### src/rtl/dma_chan_pkg.sv
package dma_chan_pkg;
  localparam int REG_W    = 32;
  localparam int SPACE_W  = 3;
  localparam int N_SPACE  = 1 << SPACE_W;
  localparam int DST_LSB  = 0;
  localparam int SRC_LSB  = 3;
  localparam int N_INT    = 4;
  localparam int N_EXT    = 3;
  localparam int N_REQ    = N_INT + N_EXT;
  localparam int MASK_LSB = 8;
  localparam int EN_BIT   = 31;
  localparam logic [REG_W-1:0] RSVD_MASK = 32'h287F_80C0;

  typedef enum logic [SPACE_W-1:0] {
    SP_INT_PRG, SP_INT_XD, SP_INT_YD, SP_INT_IO,
    SP_EXT_PRG, SP_EXT_XD, SP_EXT_YD, SP_EXT_IO
  } space_e;
endpackage

### src/rtl/dma_ctl_reg.sv
module dma_ctl_reg
  import dma_chan_pkg::*;
#(
  parameter int W = REG_W,
  parameter logic [W-1:0] RSVD = RSVD_MASK
) (
  input  logic         clk_i,
  input  logic         rst_ni,
  input  logic         sw_rst_i,
  input  logic         we_i,
  input  logic [W-1:0] wdata_i,
  output logic [W-1:0] q_o
);
  localparam logic [W-1:0] KEEP = ~RSVD;

  always_ff @(posedge clk_i or negedge rst_ni) begin
    if (!rst_ni)       q_o <= '0;
    else if (sw_rst_i) q_o <= '0;
    else if (we_i)     q_o <= wdata_i & KEEP;
  end
endmodule

### src/rtl/dma_space_dec.sv
module dma_space_dec #(
  parameter int CODE_W = 3,
  localparam int N = 1 << CODE_W
) (
  input  logic [CODE_W-1:0] code_i,
  output logic [N-1:0]      sel_o,
  output logic              ext_o
);
  for (genvar k = 0; k < N; k++) begin : g_sel
    assign sel_o[k] = (code_i == CODE_W'(k));
  end
  assign ext_o = code_i[CODE_W-1];
endmodule

### src/rtl/dma_req_sync.sv
module dma_req_sync #(
  parameter int WIDTH  = 3,
  parameter int STAGES = 2
) (
  input  logic             clk_i,
  input  logic             rst_ni,
  input  logic [WIDTH-1:0] d_i,
  output logic [WIDTH-1:0] q_o
);
  logic [STAGES-1:0][WIDTH-1:0] ff_q;

  always_ff @(posedge clk_i or negedge rst_ni) begin
    if (!rst_ni) ff_q <= '0;
    else begin
      ff_q[0] <= d_i;
      for (int s = 1; s < STAGES; s++) ff_q[s] <= ff_q[s-1];
    end
  end
  assign q_o = ff_q[STAGES-1];
endmodule

### src/rtl/dma_req_trig.sv
module dma_req_trig #(
  parameter int N_INT = 4,
  parameter int N_EXT = 3,
  localparam int N = N_INT + N_EXT
) (
  input  logic             clk_i,
  input  logic             rst_ni,
  input  logic             sw_rst_i,
  input  logic [N_INT-1:0] int_req_i,
  input  logic [N_EXT-1:0] ext_req_i,
  input  logic             en_i,
  input  logic [N-1:0]     mask_i,
  input  logic             ack_i,
  output logic             req_any_o,
  output logic             pend_o
);
  logic [N-1:0] req_vec;
  logic         req_q, rise;

  assign req_vec   = {ext_req_i, int_req_i & {N_INT{en_i}}};
  assign req_any_o = |(req_vec & mask_i);
  assign rise      = req_any_o & ~req_q;

  always_ff @(posedge clk_i or negedge rst_ni) begin
    if (!rst_ni) begin
      req_q  <= 1'b0;
      pend_o <= 1'b0;
    end else if (sw_rst_i) begin
      req_q  <= 1'b0;
      pend_o <= 1'b0;
    end else begin
      req_q <= req_any_o;
      if (rise)       pend_o <= 1'b1;  // new edge beats ack
      else if (ack_i) pend_o <= 1'b0;
    end
  end
endmodule

### src/rtl/dma_chan_ctl.sv
module dma_chan_ctl
  import dma_chan_pkg::*;
#(
  parameter int SYNC_STAGES = 2
) (
  input  logic               clk_i,
  input  logic               rst_ni,
  input  logic               sw_rst_i,
  input  logic               reg_we_i,
  input  logic [REG_W-1:0]   reg_wdata_i,
  output logic [REG_W-1:0]   reg_rdata_o,
  input  logic [N_INT-1:0]   int_req_i,
  input  logic [N_EXT-1:0]   ext_req_i,
  input  logic               ack_i,
  output logic               start_o,
  output logic [N_SPACE-1:0] dst_sel_o,
  output logic [N_SPACE-1:0] src_sel_o,
  output logic               dst_ext_o,
  output logic               src_ext_o
);
  logic [REG_W-1:0] ctl_q;
  logic [N_EXT-1:0] ext_sync;
  logic             req_any;

  dma_ctl_reg #(.W(REG_W), .RSVD(RSVD_MASK)) i_reg (
    .clk_i, .rst_ni, .sw_rst_i,
    .we_i(reg_we_i), .wdata_i(reg_wdata_i), .q_o(ctl_q)
  );

  dma_space_dec #(.CODE_W(SPACE_W)) i_dst_dec (
    .code_i(ctl_q[DST_LSB +: SPACE_W]), .sel_o(dst_sel_o), .ext_o(dst_ext_o)
  );

  dma_space_dec #(.CODE_W(SPACE_W)) i_src_dec (
    .code_i(ctl_q[SRC_LSB +: SPACE_W]), .sel_o(src_sel_o), .ext_o(src_ext_o)
  );

  dma_req_sync #(.WIDTH(N_EXT), .STAGES(SYNC_STAGES)) i_sync (
    .clk_i, .rst_ni, .d_i(ext_req_i), .q_o(ext_sync)
  );

  dma_req_trig #(.N_INT(N_INT), .N_EXT(N_EXT)) i_trig (
    .clk_i, .rst_ni, .sw_rst_i,
    .int_req_i, .ext_req_i(ext_sync),
    .en_i(ctl_q[EN_BIT]), .mask_i(ctl_q[MASK_LSB +: N_REQ]),
    .ack_i, .req_any_o(req_any), .pend_o(start_o)
  );

  assign reg_rdata_o = ctl_q;
endmodule

### config.mk
export PLATFORM = sky130hd
export DESIGN_NAME = dma_chan_ctl
export DESIGN_NICKNAME = d
export VERILOG_FILES = /design/src/rtl/dma_chan_pkg.sv /design/src/rtl/dma_ctl_reg.sv /design/src/rtl/dma_space_dec.sv /design/src/rtl/dma_req_sync.sv /design/src/rtl/dma_req_trig.sv /design/src/rtl/dma_chan_ctl.sv
export SDC_FILE = /design/constraint.sdc
export NUM_CORES = 1
export LEC_CHECK = 0
export ABC_CLOCK_PERIOD_IN_PS = 1000
export CAP_MARGIN = 20
export CORE_MARGIN = 2
export CORE_UTILIZATION = 31
export CTS_CLUSTER_DIAMETER = 40
export DETAILED_ROUTE_END_ITERATION = 8
export GPL_ROUTABILITY_DRIVEN = 0
export PLACE_DENSITY = 0.77
export SYNTH_ARGS = -nofsm -noshare
export SYNTH_HDL_FRONTEND = slang
export SYNTH_SLANG_ARGS = --single-unit
### constraint.sdc
create_clock -name clk_i -period 1 [get_ports clk_i]
set_clock_uncertainty 0.15 [all_clocks]
set_input_delay 0.1 -clock clk_i [delete_from_list [all_inputs] [get_ports clk_i]]
set_output_delay 0.1 -clock clk_i [all_outputs]
set_load 0.02 [all_outputs]
==> out/summary.txt, run 1 <==
Final worst-path setup slack = -499 ps
TritonCTS Sinks = 28
Crit end category = output pin
First-pass GRT wire length = 5.68 mm
Layout net count = 263
Antenna Nets Post-Route = 0
Crit-path max cell delay = 430 ps
CTS H-tree lvls = 1
R2R Path End = i_trig.pend_o$_DFFE_PN0P_
Worst-Skew Late Latency = 270 ps
Synthesized area = 0.00130 sq mm
Cell with the largest stage delay on the worst path = dfrtp_2
Leak pwr = 1.28 nW
CTS Hold Buffers Added = 0
Synth Area in Compound Gates = 3.95%
Reg2reg setup slack = -230 ps
Share of cells above drive strength 1 = 50.0%
Core Area = 0.00400 sq mm
# fillers = 288
CP required = 750 ps
Cell mode on critical path = buf_6
CTS tree = done
Mux cell area share after synthesis = 15.4%
Max Fclk = 667 MHz
Rows = 23
DRT Pass-1 Iters = 4
Num CTS Buffers = 3
Die H = 68.7 microns
Synthesized area per cell = 11.4 sq um
R2R Path Start = i_reg.q_o[12]$_DFFE_PN0P_
DIE AREA = 0.00472 sq mm
Area share of xor/xnor cells in the synthesized design = 0%
Synth-to-layout area growth = 103%
Cell count after synthesis = 114
Worst setup path class = reg -> out
Max clock buf depth = 2
Drt via density = 4.39
Seq cells post-synth = 28
Final Cycle Share = 150%
Routed vias = 1176
Final setup viols = 48
Place WS = -622 ps
Initial antenna violation count = 0
Main combinational cell family by area after synthesis = multiplexers
Io pins = 95
Synth Area in Adders = 0%
RSZ-0062 raised after global routing = yes
Post-layout min period = 1500 ps
Iteration-0 DRC Markers = 21
Placed cell area = 0.00220 sq mm
Total track usage = 16.4%
Leading cell type in the layout, fill and taps excluded = buf_6
Status = finished with violations
Hold crit path type = in -> async
Worst ir drop on vdd = 0.000843 V
Worst EP arrival = 1250 ps
Design area = 0.00264 sq mm
Distinct cells, synth = 19
PwrDens = 1140 mW/mm^2
Residual DRC = 0
Max capacitance violation total = 0
Failing checks = setup timing
Post-DP HPWL = 2.45 mm
Fin. max-slew vios = 0
CTS root buf = clkbuf_8
Clk pin slew, worst setup/hold paths = 90 ps
Final Core Density = 65.9%
Port bufs = 70
Synth warn = 0
Number of global-route vias before repair = 1158
ANT cells = 0
Die width = 68.7 microns
R2R depth = 2
Post-Route WL = 3.65 mm
Post-synthesis simple-gate area fraction = 15.3%
Initial Util = 32.4%
Sequential area share after synthesis = 54.0%
Largest net degree at the start of global routing = 29
Cell Chain, Critical Path = buf_6 -> buf_12 -> nor3b_4 -> buf_6
Crit start category = flip-flop
Wire per inst = 13.6 microns
Total gr overflow = 0
Worst-path maximum fanout = 4
Most frequent cells in the layout = buf_6 (64), clkdlybuf4s50_1 (30), mux2i_1 (20), nor2_1 (20), dfrtp_1 (19)
Hold Vio Cnt, Final = 0
## layer usage
layer / part of all wire, % / track usage [%]
met1: 38 / 18.7
met2: 53 / 31.0
met3: 9.3 / 3.73
met4: 0.22 / 3.68
met5: 0 / 0
## cell families (layout without fill, tap and decap cells)
logic type / count (synthesis) / after routing
flops: 28 / 28
simple gates: 39 / 39
buf+inv: 19 / 112
mux: 20 / 20
compound gates: 7 / 7
other cells: 1 / 12
## synthesized netlist by cell type, drive strengths merged
cell type,number,share of area (%)
nor3b,6,3.5
mux2i,20,15
nor2,22,6.4
and3,2,0.96
nand2,2,0.58
a222oi,1,0.77
o21ai,1,0.39
a22o,2,1.4
a21oi,1,0.39
nand2b,1,0.48
conb,1,0.29
dfrtp,28,54
buf,19,11
a31oi,1,0.48
and3b,4,2.7
nor3,2,0.77
a21o,1,0.58
## power by group
part           total, W  switching, W  internal (W)
Clock          0.000862      0.000327      0.000535
Sequential      0.00126     0.0000571       0.00120
Combinational  0.000892      0.000387      0.000505
Total           0.00301      0.000771       0.00224
## sequential cells by signal, indices dropped and copies added, names as in the netlist
name / cells
i_sync.q_o: 3
i_sync.ff_q: 3
i_trig.pend_o: 1
i_trig.req_q: 1
i_reg.q_o: 20
## through the flow
step	hold slack (ps)	std cells	power (W)	setup TNS [ps]
6_report	21.2	268	0.00301	-11160
5_1_grt	39.7	268	0.00317	-13430
2_1_floorplan	-346	125	0.00165	-1960
3_3_place_gp	184	237	0.00198	-22570
4_1_cts	24.9	266	0.00301	-11490
3_5_place_dp	188	237	0.00199	-23590
## repair_timing
item                                    4_1_cts  5_1_grt
pin swaps                                    10        8
endpoints found under the setup margin       61       49
setup buffers                                24        4
gates cloned                                  1        0
resized for setup                           255       11
## worst max-delay path: cells and delay by family, from the launching register on
family,cells,cell delay [ps]
buffers and inverters,3,400
DFF,1,430
and+or+nand+nor,1,160
## layout make-up
cell class	instances	area, sq um	share of cell area (%)
Timing Repair Buffer	108	1160	44.1
Multi-Input combinational cell	78	629	23.9
Sequential cell	28	712	27.0
Tap cell	50	62.6	2.37
Clock inverter	1	30.0	1.14
Clock buffer	3	41.3	1.57
## worst max path at each step
| stage | from | endpoint | slack (ps) | cells after the start |
|---|---|---|---|---|
| global route | i_reg.q_o[2]$_DFFE_PN0P_ | dst_sel_o[1] | -550 | 3 |
| global placement | i_reg.q_o[5]$_DFFE_PN0P_ | src_sel_o[3] | -570 | 2 |
| CTS | i_reg.q_o[3]$_DFFE_PN0P_ | src_sel_o[4] | -510 | 4 |
| detailed placement | i_reg.q_o[1]$_DFFE_PN0P_ | dst_sel_o[5] | -620 | 2 |
| floorplan | i_reg.q_o[12]$_DFFE_PN0P_ | i_trig.pend_o$_DFFE_PN0P_ | -200 | 2 |
| finish | i_reg.q_o[3]$_DFFE_PN0P_ | src_sel_o[4] | -500 | 4 |
(Power assumes the default switching activity.)
==> run 2: changes to the inputs <==
- ABC_CLOCK_PERIOD_IN_PS: 1000 -> 1610
- CAP_MARGIN: 20 -> unset
- CORE_UTILIZATION: 31 -> 34
- PLACE_DENSITY: 0.77 -> 0.8
- clock period: 1 -> 1.61 ns (I/O delays scaled with it)
==> out/summary.txt, run 2 (synthesized netlist as in run 1, its figures left out) <==
Status = completed
Setup TNS = 0 ps (+11160 ps)
Max capacitance violation total = 0 (unchanged)
TritonCTS Sinks = 28 (unchanged)
Clk pin slew, worst setup/hold paths = 90 ps (about the same)
Wire per inst = 12.5 microns (-8.4%)
Total gr overflow = 0 (unchanged)
Crit-path max cell delay = 610 ps (+180 ps)
Num CTS Buffers = 3 (unchanged)
Cell with the largest stage delay on the worst path = clkdlybuf4s50_1
Residual DRC = 0 (unchanged)
Share of cells above drive strength 1 = 15.6% (-34 points)
Die H = 65.8 microns (-4.3%)
CTS tree = done
DIE AREA = 0.00433 sq mm (-8.3%)
CTS Hold Buffers Added = 0 (unchanged)
DRT Pass-1 Iters = 4 (unchanged)
Final setup viols = 0 (-100%)
Worst ir drop on vdd = 0.000455 V (-46%)
CTS H-tree lvls = 1 (unchanged)
Largest net degree at the start of global routing = 29 (unchanged)
Post-Route WL = 2.92 mm (-20%)
Number of global-route vias before repair = 1073 (-7.3%)
Worst EP arrival = 1250 ps (about the same)
Hold crit path type = in -> async
Io pins = 95 (unchanged)
Post-layout min period = 1560 ps
Worst-Skew Late Latency = 270 ps (about the same)
Leading cell type in the layout, fill and taps excluded = clkdlybuf4s50_1
Rows = 22 (-4.3%)
First-pass GRT wire length = 4.80 mm (-16%)
Crit-path leading delay family = buffers and inverters
Reg2reg setup slack = 400 ps (+630 ps)
Post-DP HPWL = 2.21 mm (-9.9%)
Worst-path maximum fanout = 2 (-2)
PwrDens = 824 mW/mm^2 (-28%)
Max clock buf depth = 2 (unchanged)
Crit end category = output pin
Core Area = 0.00366 sq mm (-8.5%)
Final Core Density = 55.8% (-10 points)
ANT cells = 0 (unchanged)
RSZ-0062 raised after global routing = no
Hold Vio Cnt, Final = 0 (unchanged)
# fillers = 335 (+16%)
Iteration-0 DRC Markers = 8 (-62%)
Worst setup path class = reg -> out
Cell Chain, Critical Path = clkdlybuf4s50_1
CTS root buf = clkbuf_8
Largest Register = i_reg.q_o
Routed vias = 1047 (-11%)
Antenna Nets Post-Route = 0 (unchanged)
Final Cycle Share = 97.2%
Initial Util = 35.4% (+3.0 points)
Initial antenna violation count = 0 (unchanged)
Crit start category = flip-flop
Largest registers = i_reg.q_o x20, i_sync.ff_q x3, i_sync.q_o x3
Die width = 65.8 microns (-4.3%)
CP required = 1300 ps (+550 ps)
Total chip power = 0.00168 W (-44%)
Fin. max-slew vios = 0 (unchanged)
Max Fclk = 639 MHz
Buffers & Inverters on Critical Path = 1 (-2)
Layout net count = 231 (-12%)
Leak pwr = 1.14 nW (-11%)
Port bufs = 70 (unchanged)
Most frequent cells in the layout = clkdlybuf4s50_1 (36), nor2_1 (22), dfrtp_1 (22), mux2i_1 (20), dlygate4sd2_1 (14)
Synth-to-layout area growth = 57.6%
Drt via density = 4.47 (+2.0%)
Total track usage = 14.5% (-2.0 points)
Max reg flops = 20 (unchanged)
-- run 2: cell count changes in the layout (fill, tap and decap cells not counted), moves of 3 or more --
cell / before / now
buf_4: 9 / 5
nor3b_4: 6 / 0
and3b_1: 0 / 4
buf_6: 64 / 0
clkbuf_2: 0 / 11
dlymetal6s2s_1: 0 / 7
dfrtp_1: 19 / 22
dfrtp_2: 9 / 6
nor3b_1: 0 / 6
dlygate4sd2_1: 1 / 14
clkdlybuf4s50_1: 30 / 36
and3b_2: 4 / 0
-- run 2: power by group --
group / switching (W) / leakage, nW / internal, W / total [W]
Combinational: 0.000182 / 0.747 / 0.000179 / 0.000362
Sequential: 0.0000371 / 0.353 / 0.000744 / 0.000781
Clock: 0.000209 / 0.0357 / 0.000333 / 0.000542
-- run 2: cell type report --
cell class / instances / area [sq um] / area share (%)
Multi-Input combinational cell: 78 / 500 / 24.5
Clock inverter: 1 / 30.0 / 1.47
Timing Repair Buffer: 76 / 704 / 34.5
Clock buffer: 3 / 41.3 / 2.02
Tap cell: 48 / 60.1 / 2.94
Sequential cell: 28 / 708 / 34.6
-- run 2: through the flow --
stage | std cells | cell area [sq um] | hold WS (ps) | worst slack, ps
after floorplan | 125 | 1340 | -285 | 175
after global placement | 228 | 2000 | 185 | 9.27
after detailed placement | 228 | 2000 | 186 | -50.2
after CTS | 232 | 2050 | 114 | 1.67
after global routing | 234 | 2040 | 127 | 2.05
final | 234 | 2040 | 101 | 45.9
-- run 2: path summary, 6_finish.rpt --
kind | startpoint | to | depth (start not counted)
min reg2reg | i_sync.ff_q[2]$_DFF_PN0_ | i_sync.q_o[2]$_DFF_PN0_ | 0
min | rst_ni | i_reg.q_o[12]$_DFFE_PN0P_ | 2
max reg2reg | i_reg.q_o[9]$_DFFE_PN0P_ | i_trig.pend_o$_DFFE_PN0P_ | 3
min in group clk_i | ext_req_i[2] | i_sync.ff_q[2]$_DFF_PN0_ | 1
max | i_reg.q_o[26]$_DFFE_PN0P_ | reg_rdata_o[26] | 1
max in group asynchronous | rst_ni | i_reg.q_o[0]$_DFFE_PN0P_ | 2
-- run 2: routing by layer --
layer	GRT usage (%)	share of wire (%)	routed length (microns)
met4	4.69	1.2	36
met5	0	0	0
met1	17.7	41	1190
met2	25.5	47	1390
met3	2.73	10	303
-- run 2: repair_timing --
item,4_1_cts,5_1_grt
resized for setup,42,32
setup buffers,0,2
setup endpoints to repair,27,21
endpoints found under the hold margin,0,0
